==> src/rtl/cbus_dma_pkg.sv <==
package cbus_dma_pkg;

    // Register select codes on the write port
    typedef enum logic [1:0] {
        SEL_DRAM_ADDR = 2'd0,
        SEL_CART_ADDR = 2'd1,
        SEL_TO_CART   = 2'd2,
        SEL_TO_DRAM   = 2'd3
    } reg_sel_e;

endpackage

==> src/rtl/cbus_dma_regs.sv <==
module cbus_dma_regs
    import cbus_dma_pkg::*;
#(
    parameter int                DRAM_AW   = 24,
    parameter int                CART_AW   = 32,
    parameter int                LEN_W     = 24,
    parameter int                ALIGN_LG2 = 3,
    parameter int                WIN_OFS_W = 20,
    parameter logic [CART_AW-1:0] WIN_LO   = CART_AW'(32'h0800_0000),
    parameter logic [CART_AW-1:0] WIN_HI   = CART_AW'(32'h0801_0000)
) (
    input  logic               clk,
    input  logic               rst_n,
    input  logic               reg_we,
    input  logic [1:0]         reg_sel,
    input  logic [31:0]        reg_wdata,
    input  logic               remap_en,
    input  logic               idle,
    input  logic               copy_last,
    input  logic [DRAM_AW-1:0] end_dram,
    input  logic [CART_AW-1:0] end_cart,
    output logic               start_o,
    output logic               to_cart_o,
    output logic [LEN_W-1:0]   len_o,
    output logic [DRAM_AW-1:0] dram_q_o,
    output logic [CART_AW-1:0] cart_q_o,
    output logic [CART_AW-1:0] start_cart_o
);

    localparam logic [DRAM_AW-1:0] ALIGN_M = DRAM_AW'((1 << ALIGN_LG2) - 1);

    typedef struct packed {
        logic [DRAM_AW-1:0] dram;
        logic [CART_AW-1:0] cart;
    } regs_t;

    regs_t regs_d, regs_q;

    reg_sel_e           sel;
    logic [DRAM_AW-1:0] dram_sum;
    logic [DRAM_AW-1:0] dram_round;
    logic [CART_AW-1:0] cart_even;
    logic               in_win;

    assign sel        = reg_sel_e'(reg_sel);
    assign dram_sum   = end_dram + ALIGN_M;
    assign dram_round = dram_sum & ~ALIGN_M;
    assign cart_even  = end_cart + CART_AW'(end_cart[0]);
    assign in_win     = remap_en && (regs_q.cart >= WIN_LO) && (regs_q.cart < WIN_HI);

    // Save-window spread: offset bits doubled and placed above the base
    always_comb begin
        if (in_win)
            start_cart_o = WIN_LO | (CART_AW'(regs_q.cart[WIN_OFS_W-1:0]) << 1);
        else
            start_cart_o = regs_q.cart;
    end

    always_comb begin
        regs_d    = regs_q;
        start_o   = 1'b0;
        to_cart_o = 1'b0;
        len_o     = reg_wdata[LEN_W-1:0];
        if (copy_last) begin
            regs_d.dram = dram_round;
            regs_d.cart = cart_even;
        end else if (reg_we && idle) begin
            case (sel)
                SEL_DRAM_ADDR: regs_d.dram = {reg_wdata[DRAM_AW-1:2], 2'b00};
                SEL_CART_ADDR: regs_d.cart = {reg_wdata[CART_AW-1:1], 1'b0};
                SEL_TO_CART: begin
                    start_o   = 1'b1;
                    to_cart_o = 1'b1;
                end
                SEL_TO_DRAM: start_o = 1'b1;
                default: ;
            endcase
        end
    end

    always_ff @(posedge clk or negedge rst_n) begin
        if (!rst_n) regs_q <= '0;
        else        regs_q <= regs_d;
    end

    assign dram_q_o = regs_q.dram;
    assign cart_q_o = regs_q.cart;

endmodule

==> src/rtl/cbus_dma_mover.sv <==
module cbus_dma_mover #(
    parameter int DRAM_AW = 24,
    parameter int CART_AW = 32,
    parameter int LEN_W   = 24
) (
    input  logic               clk,
    input  logic               rst_n,
    input  logic               start,
    input  logic               to_cart,
    input  logic [LEN_W-1:0]   len,
    input  logic [DRAM_AW-1:0] dram_start,
    input  logic [CART_AW-1:0] cart_start,
    input  logic [7:0]         dram_rd_data,
    input  logic [7:0]         cart_rd_data,
    output logic               active,
    output logic               copy_last,
    output logic [DRAM_AW-1:0] end_dram,
    output logic [CART_AW-1:0] end_cart,
    output logic [DRAM_AW-1:0] dram_rd_addr,
    output logic               dram_wr_en,
    output logic [DRAM_AW-1:0] dram_wr_addr,
    output logic [7:0]         dram_wr_data,
    output logic [CART_AW-1:0] cart_rd_addr,
    output logic               cart_wr_en,
    output logic [CART_AW-1:0] cart_wr_addr,
    output logic [7:0]         cart_wr_data
);

    typedef struct packed {
        logic               active;
        logic               to_cart;
        logic [LEN_W-1:0]   rem;
        logic [DRAM_AW-1:0] dptr;
        logic [CART_AW-1:0] cptr;
    } mv_t;

    mv_t mv_d, mv_q;

    always_comb begin
        mv_d = mv_q;
        if (start) begin
            mv_d.active  = 1'b1;
            mv_d.to_cart = to_cart;
            mv_d.rem     = len;
            mv_d.dptr    = dram_start;
            mv_d.cptr    = cart_start;
        end else if (mv_q.active) begin
            if (mv_q.rem == '0) begin
                mv_d.active = 1'b0;
            end else begin
                mv_d.rem  = mv_q.rem - 1'b1;
                mv_d.dptr = mv_q.dptr + 1'b1;
                mv_d.cptr = mv_q.cptr + 1'b1;
            end
        end
    end

    always_ff @(posedge clk or negedge rst_n) begin
        if (!rst_n) mv_q <= '0;
        else        mv_q <= mv_d;
    end

    assign active       = mv_q.active;
    assign copy_last    = mv_q.active && (mv_q.rem == '0);
    assign end_dram     = mv_q.dptr + 1'b1;
    assign end_cart     = mv_q.cptr + 1'b1;

    assign dram_rd_addr = mv_q.dptr;
    assign dram_wr_addr = mv_q.dptr;
    assign cart_rd_addr = mv_q.cptr;
    assign cart_wr_addr = mv_q.cptr;
    assign dram_wr_en   = mv_q.active && !mv_q.to_cart;
    assign cart_wr_en   = mv_q.active &&  mv_q.to_cart;
    assign dram_wr_data = cart_rd_data;
    assign cart_wr_data = dram_rd_data;

endmodule

==> src/rtl/cbus_dma_timer.sv <==
module cbus_dma_timer #(
    parameter int LAT_W = 16
) (
    input  logic             clk,
    input  logic             rst_n,
    input  logic             start,
    input  logic [LAT_W-1:0] lat_in,
    input  logic             copy_last,
    output logic             waiting,
    output logic             done
);

    typedef struct packed {
        logic [LAT_W-1:0] lat;
        logic [LAT_W-1:0] cnt;
        logic             waiting;
        logic             done;
    } tm_t;

    tm_t tm_d, tm_q;

    always_comb begin
        tm_d      = tm_q;
        tm_d.done = 1'b0;
        if (start) tm_d.lat = lat_in;
        if (copy_last) begin
            tm_d.waiting = 1'b1;
            tm_d.cnt     = tm_q.lat;
        end else if (tm_q.waiting) begin
            if (tm_q.cnt == '0) begin
                tm_d.waiting = 1'b0;
                tm_d.done    = 1'b1;
            end else begin
                tm_d.cnt = tm_q.cnt - 1'b1;
            end
        end
    end

    always_ff @(posedge clk or negedge rst_n) begin
        if (!rst_n) tm_q <= '0;
        else        tm_q <= tm_d;
    end

    assign waiting = tm_q.waiting;
    assign done    = tm_q.done;

endmodule

==> src/rtl/cbus_dma.sv <==
module cbus_dma #(
    parameter int DRAM_AW = 24,
    parameter int CART_AW = 32,
    parameter int LEN_W   = 24,
    parameter int LAT_W   = 16
) (
    input  logic               clk,
    input  logic               rst_n,
    input  logic               reg_we,
    input  logic [1:0]         reg_sel,
    input  logic [31:0]        reg_wdata,
    input  logic               flash_remap_en,
    input  logic [LAT_W-1:0]   lat_cycles,
    output logic [DRAM_AW-1:0] dram_rd_addr,
    input  logic [7:0]         dram_rd_data,
    output logic               dram_wr_en,
    output logic [DRAM_AW-1:0] dram_wr_addr,
    output logic [7:0]         dram_wr_data,
    output logic [CART_AW-1:0] cart_rd_addr,
    input  logic [7:0]         cart_rd_data,
    output logic               cart_wr_en,
    output logic [CART_AW-1:0] cart_wr_addr,
    output logic [7:0]         cart_wr_data,
    output logic               busy,
    output logic               done_irq,
    output logic [DRAM_AW-1:0] dram_addr_o,
    output logic [CART_AW-1:0] cart_addr_o
);

    logic               start, to_cart, active, copy_last, waiting;
    logic [LEN_W-1:0]   len;
    logic [DRAM_AW-1:0] end_dram;
    logic [CART_AW-1:0] end_cart, start_cart;

    assign busy = active | waiting;

    cbus_dma_regs #(
        .DRAM_AW (DRAM_AW),
        .CART_AW (CART_AW),
        .LEN_W   (LEN_W)
    ) u_regs (
        .clk          (clk),
        .rst_n        (rst_n),
        .reg_we       (reg_we),
        .reg_sel      (reg_sel),
        .reg_wdata    (reg_wdata),
        .remap_en     (flash_remap_en),
        .idle         (!busy),
        .copy_last    (copy_last),
        .end_dram     (end_dram),
        .end_cart     (end_cart),
        .start_o      (start),
        .to_cart_o    (to_cart),
        .len_o        (len),
        .dram_q_o     (dram_addr_o),
        .cart_q_o     (cart_addr_o),
        .start_cart_o (start_cart)
    );

    cbus_dma_mover #(
        .DRAM_AW (DRAM_AW),
        .CART_AW (CART_AW),
        .LEN_W   (LEN_W)
    ) u_mover (
        .clk          (clk),
        .rst_n        (rst_n),
        .start        (start),
        .to_cart      (to_cart),
        .len          (len),
        .dram_start   (dram_addr_o),
        .cart_start   (start_cart),
        .dram_rd_data (dram_rd_data),
        .cart_rd_data (cart_rd_data),
        .active       (active),
        .copy_last    (copy_last),
        .end_dram     (end_dram),
        .end_cart     (end_cart),
        .dram_rd_addr (dram_rd_addr),
        .dram_wr_en   (dram_wr_en),
        .dram_wr_addr (dram_wr_addr),
        .dram_wr_data (dram_wr_data),
        .cart_rd_addr (cart_rd_addr),
        .cart_wr_en   (cart_wr_en),
        .cart_wr_addr (cart_wr_addr),
        .cart_wr_data (cart_wr_data)
    );

    cbus_dma_timer #(
        .LAT_W (LAT_W)
    ) u_timer (
        .clk       (clk),
        .rst_n     (rst_n),
        .start     (start),
        .lat_in    (lat_cycles),
        .copy_last (copy_last),
        .waiting   (waiting),
        .done      (done_irq)
    );

endmodule

==> config.mk <==
export PLATFORM = sky130hd
export DESIGN_NAME = cbus_dma
export DESIGN_NICKNAME = d
export VERILOG_FILES = /design/src/rtl/cbus_dma_pkg.sv /design/src/rtl/cbus_dma_regs.sv /design/src/rtl/cbus_dma_mover.sv /design/src/rtl/cbus_dma_timer.sv /design/src/rtl/cbus_dma.sv
export SDC_FILE = /design/constraint.sdc
export NUM_CORES = 1
export LEC_CHECK = 0
export BUFFER_PORTS_ARGS = -buffer_cell sky130_fd_sc_hd__clkbuf_2
export CAP_MARGIN = 20
export CELL_PAD_IN_SITES_DETAIL_PLACEMENT = 1
export CELL_PAD_IN_SITES_GLOBAL_PLACEMENT = 1
export CORE_ASPECT_RATIO = 0.5
export CORE_MARGIN = 5
export CORE_UTILIZATION = 37
export DETAILED_ROUTE_END_ITERATION = 10
export PLACE_DENSITY_LB_ADDON = 0.1
export SETUP_SLACK_MARGIN = 0.1
export SLEW_MARGIN = 5
export SYNTH_ARGS = -nofsm -noshare
export SYNTH_HDL_FRONTEND = slang
export SYNTH_SLANG_ARGS = --single-unit
==> constraint.sdc <==
create_clock -name clk -period 10.05 [get_ports clk]
set_clock_uncertainty 0.2 [all_clocks]
set_input_delay 2.01 -clock clk [delete_from_list [all_inputs] [get_ports clk]]
set_output_delay 2.01 -clock clk [all_outputs]
set_load 0.02 [all_outputs]
# ---- Word level (Yosys, flattened, before mapping)
# Index checks and enable logic that the tools add are counted.
dict set report totals {
  output_inout_bits 188
  register_bits 172
  input_bits 70
}
dict set report classes {
  mux 22
  eq_ne 5
  n_lt_le_gt_ge 2
  reduce_logical 21
  bitwise 1
  addsub 6
}
# operator n
set op_table {}
lappend op_table {{$mux 80} 3}
lappend op_table {{$mux 56} 2}
lappend op_table {{$mux 32} 2}
lappend op_table {{$add 32x1->32} 1}
lappend op_table {{$add 32x1->32 const B} 1}
lappend op_table {{$ge 32x28->1 const B} 1}
lappend op_table {{$lt 32x28->1 const B} 1}
lappend op_table {{$add 24x1->24 const B} 1}
lappend op_table {{$add 24x3->24 const B} 1}
lappend op_table {{$logic_not 24->1} 1}
lappend op_table {{$mux 24} 1}
lappend op_table {{$sub 24x1->24 const B} 1}
lappend op_table {{$mux 18} 1}
lappend op_table {{$mux 17} 1}
lappend op_table {{$logic_not 16->1} 1}
lappend op_table {{$mux 16} 1}
lappend op_table {{$sub 16x1->16 const B} 1}
lappend op_table {{$mux 1} 10}
lappend op_table {{$reduce_bool 2->1} 5}
lappend op_table {{$reduce_and 2->1} 4}
lappend op_table {{$logic_and 1x1->1} 6}
lappend op_table {{$eq 2x2->1 const B} 2}
lappend op_table {{$ne 2x2->1 const B} 2}
lappend op_table {{$eq 2x1->1 const B} 1}
lappend op_table {{5 further kinds} 6}

# ---- Logic depth before layout (Yosys ltp)
# Gate-level depths: netlist of the first run.
dict set report depth {
  depth_word 7
  depth_mapped 12
  mapped_depth_nobuf 11
}

# ---- By module
# Synthesis of the first run repeated with hierarchy kept, for this count alone.
dict set report hier_totals {
  hier_cells 1429
  hier_area_um2 12599.6
}
# mod instances seq_area_each_um2 cells_per_inst area_each_um2
set by_module_without_submodules {}
lappend by_module_without_submodules {cbus_dma_mover 1 2052.0 782 6651.4}
lappend by_module_without_submodules {cbus_dma_regs 1 1326.3 478 4150.2}
lappend by_module_without_submodules {cbus_dma_timer 1 850.8 167 1788.0}
lappend by_module_without_submodules {cbus_dma 1 0.0 2 10.0}

# ---- Worst setup path after synthesis of the first run
# Ideal clock, no wire load.
dict set report synth_timing {
  path_kind {input-to-output}
  from {in dram_rd_data[0]}
  to {out cart_wr_data[0]}
  t_arrival_ps 2144
  path_slack_ps 5696
  cell_stages 1
  path_buffers 1
  cell_sequence {buf_4}
}
# element line_no
set synth_rtl {}
lappend synth_rtl {{start, declared} cbus_dma.sv:15} ;# input logic [7:0] dram_rd_data,
lappend synth_rtl {{end, declared} cbus_dma.sv:23} ;# output logic [7:0] cart_wr_data,
# No word-level cell between the ends.

# ---- Worst setup path in the final report of the first run
dict set report layout_timing {
  from {reg u_mover.mv_q, in the netlist u_mover.cart_rd_addr[0]}
  to {reg u_regs.regs_q[29] (netlist: u_regs.cart_q_o[29])}
}
dict set report layout_between {
  elab_chain_len 3
}
# element line_no
set layout_rtl {}
lappend layout_rtl {{start, declared} cbus_dma_mover.sv:37} ;# mv_t mv_d, mv_q;
lappend layout_rtl {{start signal, assigned} cbus_dma_mover.sv:60} ;# else mv_q <= mv_d;
lappend layout_rtl {{$add 32x1->32} cbus_dma_mover.sv:66} ;# assign end_cart = mv_q.cptr + 1'b1;
lappend layout_rtl {{$add 32x1->32} cbus_dma_regs.sv:48} ;# assign cart_even = end_cart + CART_AW'(end_cart[0]);
lappend layout_rtl {{$mux 56} cbus_dma_regs.sv:64} ;# if (copy_last) begin
lappend layout_rtl {{end signal, assigned} cbus_dma_regs.sv:83} ;# else regs_q <= regs_d;
lappend layout_rtl {{end, declared} cbus_dma_regs.sv:37} ;# regs_t regs_d, regs_q;
# No other way between the ends.
# A chain may end at the register's enable or synchronous reset.

==> flow_summary_export.csv, run 1 <==
group,metric,value,unit
status,status,"complete, no violations",
cells_and_area,fin_nets,1562,
worst_hold_path,min_to,"u_timer.tm_q[19]$_DFFE_PN0P_",
cells_and_area,fin_util,0.411,
power,p_per_area,301,nW/um^2
cells_and_area,area_growth,9.04,%
floorplanning,start_util,0.377,
floorplanning,io_pins,258,
floorplanning,chipHeight,137,um
cts,hold_buffers,0,
setup_path,crit_fanout,15,
timing,rsz0062_at_grt,"false",
timing,fmax,217,MHz
flow_run,max-cap-violations,0,
global_route,grt-busiest-layer,"met2",
synth,synth-async-reset-ratio,1.00,
timing,period_minus_slack,4.60,ns
worst_hold_path,hold_class,"reg -> reg",
timing,holdWs,0.280,ns
global_route,grt_max_degree,101,
drt,wl,38000,um
timing,maxSlewViolCount,0,
global_route,grt_pass1_vias,10477,
cells_and_area,layoutNonFillerInstCount,1930,
setup_path,r2r_setup_slack,5.45,ns
drt,wl_per_cell,19.7,um
cts,clk-insertion-delay-late,0.45,ns
synth,yosysWarnings,0,
setup_path,r2r-end,"u_regs.cart_q_o[29]$_DFFE_PN0P_",
cells_and_area,diodes,0,
setup_path,startpoint,"u_mover.cart_rd_addr[0]$_DFFE_PN0P_",
placement,dp_hpwl,27600,um
synth,syn_area_per_cell,8.30,sq um
setup_path,critical_path_arrival,4.76,ns
drt,drtIter0Drc,536,
floorplanning,die_x,265,um
cts,ctsResizeCount,0,
setup_path,ff2ff_path_depth,9,
timing,tns,0,ns
synth,synthCells,1449,
power,p_leak,5.56,nW
drt,first_pass_iters,4,
global_route,grtUsageMet2,0.340,
synth,synth_top_area_share,0.352,
timing,setup_viol,0,
cts,htree_levels,4,
cells_and_area,drive_gt1_frac,0.208,
synth,synth_top_cells_by_area,"dfrtp_1, buf_4, nand2_1",
timing,hold_viol,0,
global_route,overflow,0,
global_route,grtUsageMet1,0.291,
cells_and_area,final_common_cell,"nand2_1",
drt,vias,10213,
power,ir_drop,0.110,mV
drt,ant_nets,0,
drt,via_per_inst,5.29,
synth,ys_ff_latch,169,
global_route,grt_pass1_wl,59900,um
placement,dp_cells,1899,
cts,numClockSinks,169,
floorplanning,placementRows,46,
cts,root_buffer,"clkbuf_16",
global_route,grt_util_all_layers,0.206,
timing,tightest_slew,1.08,ns
setup_path,r2r-start,"u_mover.cart_rd_addr[0]$_DFFE_PN0P_",
cts,cts_made_buffers,17,
placement,dp_slack,5.45,ns
synth,synth_top_flop_cell,"dfrtp_1",
placement,globalplace.congestion,0.852,
synth,synth_edf_count,0,
cts,path_clk_slew,0.07,ns
setup_path,crit_path_end_kind,"register",
cells_and_area,layout_common_cells,"nand2_1, clkbuf_2, dfrtp_1",
global_route,antenna_found_initial,0,
global_route,met3_usage,0.0296,
setup_path,crit_type,"reg -> reg",
drt,drc_errors,0,
timing,slew_headroom,0.278,
placement,portBuffers,222,
cts,cts_max_path_buffers,2,
worst_hold_path,holdCritStartpoint,"u_timer.tm_q[19]$_DFFE_PN0P_",
synth,synth_cell_type_count,72,
setup_path,cp.required,10.21,ns
synth,synth_top_area_cell,"dfrtp_1",
setup_path,cp_common_cell,"nand4_1",
cts,cts_setup_buffers,0,
setup_path,cp_slowest_cell,"dfrtp_1",
worst_hold_path,whs_path_depth,2,
timing,fin_crit_sh,0.458,
setup_path,critPathLaunchType,"register",
synth,syn_area,12000,sq um
setup_path,crit_chain,"ha_1, nand4_1, or4_1, a222oi_1, nand4_1, nor3_2, and4b_1, a31oi_1, o31ai_1",
synth,seq_area_frac_synth,0.352,
setup_path,slowest_delay,0.66,ns
timing,worst_slack,5.45,ns
floorplanning,fp.coreArea,31900,sq um
cts,cts_tree,"built",
floorplanning,die-area,36400,sq um
[flip-flops by register name, summed over array words and instances (netlist names)]
signal / cells
u_mover.cart_rd_addr: 32
u_timer.tm_q: 32
u_regs.cart_q_o: 31
u_mover.mv_q: 25
u_mover.dram_rd_addr: 24
u_regs.dram_q_o: 22
u_mover.active: 1
u_timer.done: 1
u_timer.waiting: 1
[layer usage]
layer / share of wire / vias to the layer above
met5: 0 / -
met2: 0.47 / 160
li1: - / 4911
met4: 0.0086 / 0
met1: 0.49 / 5109
met3: 0.030 / 33
[cell families after synthesis]
group,synth area share
AO/OA/AOI/OAI,0.120
buffers and inverters,0.118
flip-flops,0.352
AND/OR/NAND/NOR,0.230
multiplexers,0.0583
other,0.000312
XOR/XNOR,0.117
adder cells (fa/ha/maj),0.00624
[Yosys cell counts (7+ instances only)]
cell type  instances
nand2_1          241
dfrtp_1          169
buf_4            137
nor2_1            94
xnor2_1           94
o21ai_0           93
clkbuf_1          72
xor2_1            66
a21oi_1           51
mux2i_1           43
nand3_1           38
nor3_1            31
o21ai_1           31
mux2_2            24
nor4_1            23
nand4_1           19
inv_1             18
or3_1             15
and2_1            13
or4_1             12
nand2b_1          11
and3_1             9
nor2b_1            9
o31ai_1            9
nand3b_1           8
a211oi_1           7
nand4b_1           7
[critical path: cells and delay by family, from the launching register on]
| family | cells | cell delay [ns] |
|---|---|---|
| AND/OR/NAND/NOR | 5 | 2.15 |
| AO/OA/AOI/OAI | 3 | 0.95 |
| flip-flops | 1 | 0.66 |
| adder cells (fa/ha/maj) | 1 | 0.54 |
[stage by stage]
step	power [mW]	area, sq um
5_1_grt	4.22	13100
4_1_cts	3.99	13100
2_1_floorplan	2.89	12000
3_5_place_dp	3.23	12500
6_report	3.95	13100
3_3_place_gp	3.18	12500
[how the worst max path moves through the flow]
stage	cells past startpoint	slack (ns)	endpoint
after floorplan	1	5.70	cart_wr_data[0]
after global placement	8	5.51	u_mover.mv_q[71]$_DFFE_PN0P_
after detailed placement	9	5.45	u_regs.cart_q_o[29]$_DFFE_PN0P_
after CTS	9	5.46	u_regs.cart_q_o[31]$_DFFE_PN0P_
after global routing	9	5.12	u_regs.cart_q_o[29]$_DFFE_PN0P_
final	9	5.45	u_regs.cart_q_o[29]$_DFFE_PN0P_
[report_power, final]
part	leakage, nW	total, mW	internal (mW)	switching, mW
Clock	0.312	0.735	0.435	0.300
Combinational	3.23	1.81	0.688	1.12
Sequential	2.02	1.41	0.927	0.481
[area by class of cell]
class                      count  area (sq um)
clock buffer                  20           467
multi-input combinational   1044          6420
timing repair buffer         236          1220
clock inverter                11           169
inverter                      18          67.6
fill                        3883         18800
tap                          432           541
sequential                   169          4230
No activity file was read; power rests on OpenSTA's default activity.
==> run 2: changes to the inputs <==
- ABC_AREA: default -> 1
- clock period: 10.05 -> 4.4 ns (I/O delays scaled with it)
==> flow_summary_export.csv, run 2 <==
group,metric,value,unit
cts,cts_made_buffers,17,
drt,wl,46300,um
power,p_int,4.56,mW
flow_run,max-cap-violations,0,
cts,cts_setup_buffers,0,
cells_and_area,fin_nets,1972,
cts,htree_levels,4,
synth,synth_cell_type_count,45,
timing,fin_crit_sh,0.719,
power,power,9.46,mW
cts,cts_max_path_buffers,2,
setup_path,path_buf_inv,4,
synth,synth_edf_count,0,
global_route,antenna_found_initial,0,
timing,setup_viol,0,
synth,syn_area,12600,sq um
cts,ctsResizeCount,0,
power,power_frac_seq,0.333,
timing,rsz0062_at_grt,"false",
timing,period_minus_slack,3.16,ns
worst_hold_path,hold_class,"in -> async",
drt,vias,12105,
power,ir_drop,0.255,mV
global_route,grt_max_degree,71,
cts,root_buffer,"clkbuf_16",
drt,drtIter0Drc,753,
synth,ys_ff_latch,169,
cells_and_area,layout_common_cells,"nand2_1, clkbuf_2, nor2_1",
cts,cts_tree,"built",
drt,ant_nets,0,
setup_path,crit_family,"buffers and inverters",
floorplanning,fp.coreArea,33300,sq um
cells_and_area,diodes,0,
synth,synth_top_area_cell,"dfrtp_1",
power,switchingPower,4.90,mW
cts,numClockSinks,169,
timing,tns,0,ns
synth,synth_top_cells_by_area,"dfrtp_1, nand2_1, buf_4",
global_route,grt_pass1_wl,72000,um
cells_and_area,final_common_cell,"nand2_1",
cts,hold_buffers,0,
floorplanning,chipHeight,140,um
global_route,overflow,0,
floorplanning,io_pins,258,
synth,synth-async-reset-ratio,1.00,
cells_and_area,fillers,4302,
timing,slew_headroom,0.479,
floorplanning,placementRows,47,
floorplanning,die-area,38000,sq um
floorplanning,die_x,271,um
placement,portBuffers,222,
synth,synth_top_area_share,0.336,
setup_path,crit_path_end_kind,"register",
setup_path,slowest_delay,0.49,ns
cts,path_clk_slew,0.08,ns
timing,hold_viol,0,
synth,seq_area_frac_synth,0.336,
placement,globalplace.congestion,0.885,
power,p_clk_frac,0.166,
setup_path,crit_chain,"inv_1, ha_1, nand3_1, nor2_2, nand2_1, nor2_1, nand2b_1, nand2_2, inv_2, nor2_4, inv_2, buf_12, o21ai_0, a21oi_1, a21oi_1",
power,p_sw_frac,0.518,
setup_path,cp_slowest_cell,"inv_2",
drt,first_pass_iters,5,
power,p_per_area,683,nW/um^2
cells_and_area,area_growth,9.97,%
setup_path,critical_path_arrival,3.29,ns
setup_path,crit_fanout,35,
synth,syn_area_per_cell,6.91,sq um
placement,dp_hpwl,35600,um
setup_path,cp.required,4.53,ns
drt,drc_errors,0,
timing,tightest_slew,0.781,ns
synth,yosysWarnings,0,
setup_path,crit_type,"reg -> reg",
status,status,"complete, no violations",
cells_and_area,fin_util,0.416,
synth,synth_top_flop_cell,"dfrtp_1",
timing,maxSlewViolCount,0,
global_route,grt_util_all_layers,0.240,
synth,synthCells,1822,
power,p_comb_frac,0.502,
global_route,grt_pass1_vias,12143,
cells_and_area,drive_gt1_frac,0.189,
synth,ys_top_cells_by_count,"nand2_1, nor2_1, inv_1, dfrtp_1, nand3_1",
cts,clk-insertion-delay-late,0.47,ns
drt,via_per_inst,5.15,
timing,fmax,316,MHz
drt,wl_per_cell,19.7,um
setup_path,critPathLaunchType,"register",
power,p_leak,6.88,nW
floorplanning,start_util,0.378,
synth,synth_most_common_cell,"nand2_1",
[run 2: changes by cell type after synthesis, moves of 22 or more]
cell and change:
o21ai_1 -27, o211ai_1 +51, nand3_1 +98, mux2_2 -24, nor2_1 +84, nand2_2 +22, nand2_1 +251, clkbuf_1 -26
mux2i_1 -43, xnor2_1 -85, o21ai_0 +34, inv_1 +155
[run 2: final cells by class]
type	instances	area, sq um	area share
tap	441	552	0.0399
clock buffer	20	457	0.0330
timing repair buffer	241	1320	0.0952
inverter	190	716	0.0517
clock inverter	12	125	0.00904
sequential	169	4230	0.305
multi-input combinational	1277	6450	0.466
[run 2: cell families after synthesis]
family                   after synthesis  synth area share
AO/OA/AOI/OAI                        265             0.125
adder cells (fa/ha/maj)                6           0.00596
XOR/XNOR                              70            0.0487
AND/OR/NAND/NOR                      933             0.331
flip-flops                           169             0.336
other                                  1          0.000298
buffers and inverters                378             0.153
[run 2: worst paths after layout]
kind	startpoint	endpoint	slack, ns	cells past startpoint
worst max-delay path	u_mover.mv_q[56]$_DFFE_PN0P_	u_mover.mv_q[58]$_DFFE_PN0P_	1.24	15
worst min-delay path	rst_n	u_mover.cart_rd_addr[28]$_DFFE_PN0P_	0.23	1
worst max register to register	u_mover.mv_q[56]$_DFFE_PN0P_	u_mover.mv_q[58]$_DFFE_PN0P_	1.24	15
worst min register to register	u_timer.tm_q[27]$_DFFE_PN0P_	u_timer.tm_q[27]$_DFFE_PN0P_	0.28	2
max in group asynchronous	rst_n	u_timer.done$_DFF_PN0_	2.86	2
min in group clk	u_timer.tm_q[27]$_DFFE_PN0P_	u_timer.tm_q[27]$_DFFE_PN0P_	0.28	2
[run 2: metrics by stage]
stage | instances | hold slack, ns | area [sq um] | setup WS, ns
finish | 2350 | 0.234 | 13800 | 1.24
global route | 2350 | 0.279 | 13800 | 0.951
CTS | 2349 | 0.277 | 13800 | 1.28
detailed placement | 2317 | 0.263 | 13200 | 1.12
global placement | 2317 | 0.262 | 13200 | 1.19
floorplan | 1824 | 0.242 | 12600 | 1.97
[run 2: power by group through the flow]
stage	logic (mW)	clock network [mW]	registers [mW]
after floorplan	3.73	0	3.09
after global placement	4.70	0	3.17
after detailed placement	4.76	0	3.17
after CTS	4.79	1.59	3.15
after global routing	5.25	1.66	3.26
final	4.75	1.57	3.15
[run 2: metal layers]
layer	vias up	routed length (um)	global-route usage
li1	5902	-	-
met1	5881	22800	0.347
met2	280	20700	0.384
met3	42	2250	0.0402
met4	0	581	0.0442
met5	-	0	0
==> run 3: changes to the inputs <==
- CORE_UTILIZATION: 37 -> 36
- clock period: 4.4 -> 2.6 ns (I/O delays scaled with it)
==> flow_summary_export.csv, run 3 (synthesized netlist as in run 2, its figures left out) <==
group,metric,value,unit
setup_path,r2r-start,"u_mover.cart_rd_addr[1]$_DFFE_PN0P_",
global_route,antenna_found_initial,2,
drt,top_layer,"met4",
timing,maxSlewViolCount,0,
placement,portBuffers,222,
placement,dp_cells,2466,
cts,cts_tree,"built",
cts,clk-insertion-delay-late,0.46,ns
drt,wl_met1,23900,um
cts,root_buffer,"clkbuf_16",
drt,routed-wl-met2,23500,um
cts,cts_max_path_buffers,2,
floorplanning,die_x,274,um
placement,dp_hpwl,37500,um
global_route,overflow,0,
timing,slew_headroom,0.651,
drt,wl,50700,um
cts,htree_levels,4,
cells_and_area,fin_nets,2147,
status,status,"complete, no violations",
timing,rsz0062_at_grt,"true",
power,ir_drop,0.436,mV
flow_run,max-cap-violations,0,
drt,drc_errors,0,
drt,first_pass_iters,5,
power,p_leak,7.91,nW
worst_hold_path,min_to,"u_timer.tm_q[31]$_DFFE_PN0P_",
timing,setup_viol,0,
floorplanning,die-area,39000,sq um
setup_path,crit_fanout,5,
power,power,18.2,mW
timing,period_minus_slack,2.53,ns
floorplanning,fp.coreArea,34500,sq um
cells_and_area,design_area,16300,sq um
setup_path,critPathLaunchType,"register",
placement,placed_cell_area,14300,sq um
cells_and_area,final_common_cell,"nand2_1",
floorplanning,chipHeight,142,um
drt,wl_per_cell,19.8,um
cts,path_clk_slew,0.08,ns
floorplanning,placementRows,48,
timing,tightest_slew,0.523,ns
power,power_frac_seq,0.284,
power,switchingPower,9.38,mW
setup_path,crit_type,"reg -> reg",
drt,ant_nets,0,
cts,cts_made_buffers,17,
timing,fin_crit_sh,0.971,
placement,globalplace.congestion,0.937,
drt,met3_length,2640,um
cells_and_area,drive_gt1_frac,0.345,
global_route,grt_max_degree,54,
worst_hold_path,hold_class,"in -> reg",
cts,numClockSinks,169,
drt,via_per_inst,5.10,
setup_path,crit_path_end_kind,"register",
global_route,grt_util_all_layers,0.245,
cells_and_area,layout_common_cells,"nand2_1, clkbuf_2, buf_4",
setup_path,cp.required,2.76,ns
floorplanning,start_util,0.365,
setup_path,r2r-end,"u_regs.cart_q_o[30]$_DFFE_PN0P_",
global_route,grt_pass1_vias,12894,
global_route,grt_pass1_wl,74600,um
setup_path,critical_path_arrival,2.68,ns
drt,vias,13072,
floorplanning,io_pins,258,
worst_hold_path,whs_path_depth,3,
power,p_per_area,1110,nW/um^2
power,p_sw_frac,0.516,
power,p_comb_frac,0.569,
power,p_clk_frac,0.147,
timing,hold_viol,0,
cells_and_area,layoutNonFillerInstCount,2561,
drt,drtIter0Drc,886,
worst_hold_path,holdCritStartpoint,"lat_cycles[13]",
cells_and_area,area_growth,29.8,%
setup_path,r2r_setup_slack,0.07,ns
setup_path,ff2ff_path_depth,16,
timing,fmax,396,MHz
power,p_int,8.80,mW
[run 3: cell count changes in the layout (fill, tap and decap cells not counted), sizes merged]
| cell | delta |
|---|---|
| inv | +6 |
| bufinv | -1 |
| diode | +2 |
| clkinv | -2 |
| clkinvlp | -1 |
| clkbuf | +2 |
| dlygate4sd3 | +1 |
| buf | +170 |
[run 3: worst max path at each step]
stage / endpoint / start / cells after the start / slack (ns)
after floorplan: u_regs.cart_q_o[27]$_DFFE_PN0P_ / u_mover.cart_rd_addr[0]$_DFFE_PN0P_ / 16 / 0.17
after global placement: u_regs.dram_q_o[20]$_DFFE_PN0P_ / u_mover.dram_rd_addr[4]$_DFFE_PN0P_ / 12 / -0.001
after detailed placement: u_regs.cart_q_o[31]$_DFFE_PN0P_ / u_mover.cart_rd_addr[0]$_DFFE_PN0P_ / 16 / -0.03
after CTS: u_regs.cart_q_o[31]$_DFFE_PN0P_ / u_mover.cart_rd_addr[6]$_DFFE_PN0P_ / 15 / 0.07
after global routing: u_regs.cart_q_o[27]$_DFFE_PN0P_ / u_mover.cart_rd_addr[1]$_DFFE_PN0P_ / 18 / -0.07
final: u_regs.cart_q_o[30]$_DFFE_PN0P_ / u_mover.cart_rd_addr[1]$_DFFE_PN0P_ / 16 / 0.07
[run 3: final cells by class]
cell class                 instances  area (sq um)
antenna                            2          5.00
clock buffer                      18           439
clock inverter                    14           138
fill                            4404         18100
inverter                         190           738
multi-input combinational       1277          7310
sequential                       169          4250
tap                              475           594
timing repair buffer             416          2860
[run 3: critical path, cell delays in order (launching register included)]
cell and delay [ns]:
dfrtp_2 0.44, ha_4 0.19, nand2_4 0.08, nor2_8 0.23
nand2_4 0.09, nor2_4 0.18, nand2_1 0.10, nand2_2 0.10
nand2_2 0.08, nor2_1 0.19, nand3_2 0.11, nor2_4 0.13
nand2_1 0.06, nand2_1 0.05, nand3_1 0.06, nand2_1 0.06
nand2_1 0.04
[run 3: timing repair]
item                                   4_1_cts  5_1_grt
setup buffers                                4       52
endpoints found under the hold margin       35        0
hold buffers                                 1        0
gates cloned                                 0        4
gates resized for setup                     42      233
setup endpoints to repair                   50      126
pin swaps                                    3       73
[run 3: power groups by stage]
stage          combinational (mW)  clock [mW]  sequential, mW
3_3_place_gp                 8.94           0            5.10
6_report                     10.3        2.67            5.17
5_1_grt                      11.3        2.82            5.33
3_5_place_dp                 9.05           0            5.12
4_1_cts                      9.23        2.71            5.11
2_1_floorplan                6.32           0            5.23
[run 3: layer usage]
metal  up-vias  track usage
met4         0       0.0506
met1      6457        0.348
met3        42       0.0401
li1       6280            -
met2       293        0.396
met5         -            0
[run 3: per-stage QoR]
| step | util | setup WS [ns] | setup TNS (ns) | hold slack, ns |
|---|---|---|---|---|
| floorplan | - | 0.165 | 0 | 0.0244 |
| global placement | 0.414 | -0.00150 | -0.00150 | 0.259 |
| detailed placement | 0.414 | -0.0340 | -0.101 | 0.264 |
| CTS | 0.435 | 0.0714 | 0 | 0.0341 |
| global route | 0.474 | -0.0694 | -0.307 | 0.0450 |
| finish | 0.474 | 0.0743 | 0 | 0.0494 |
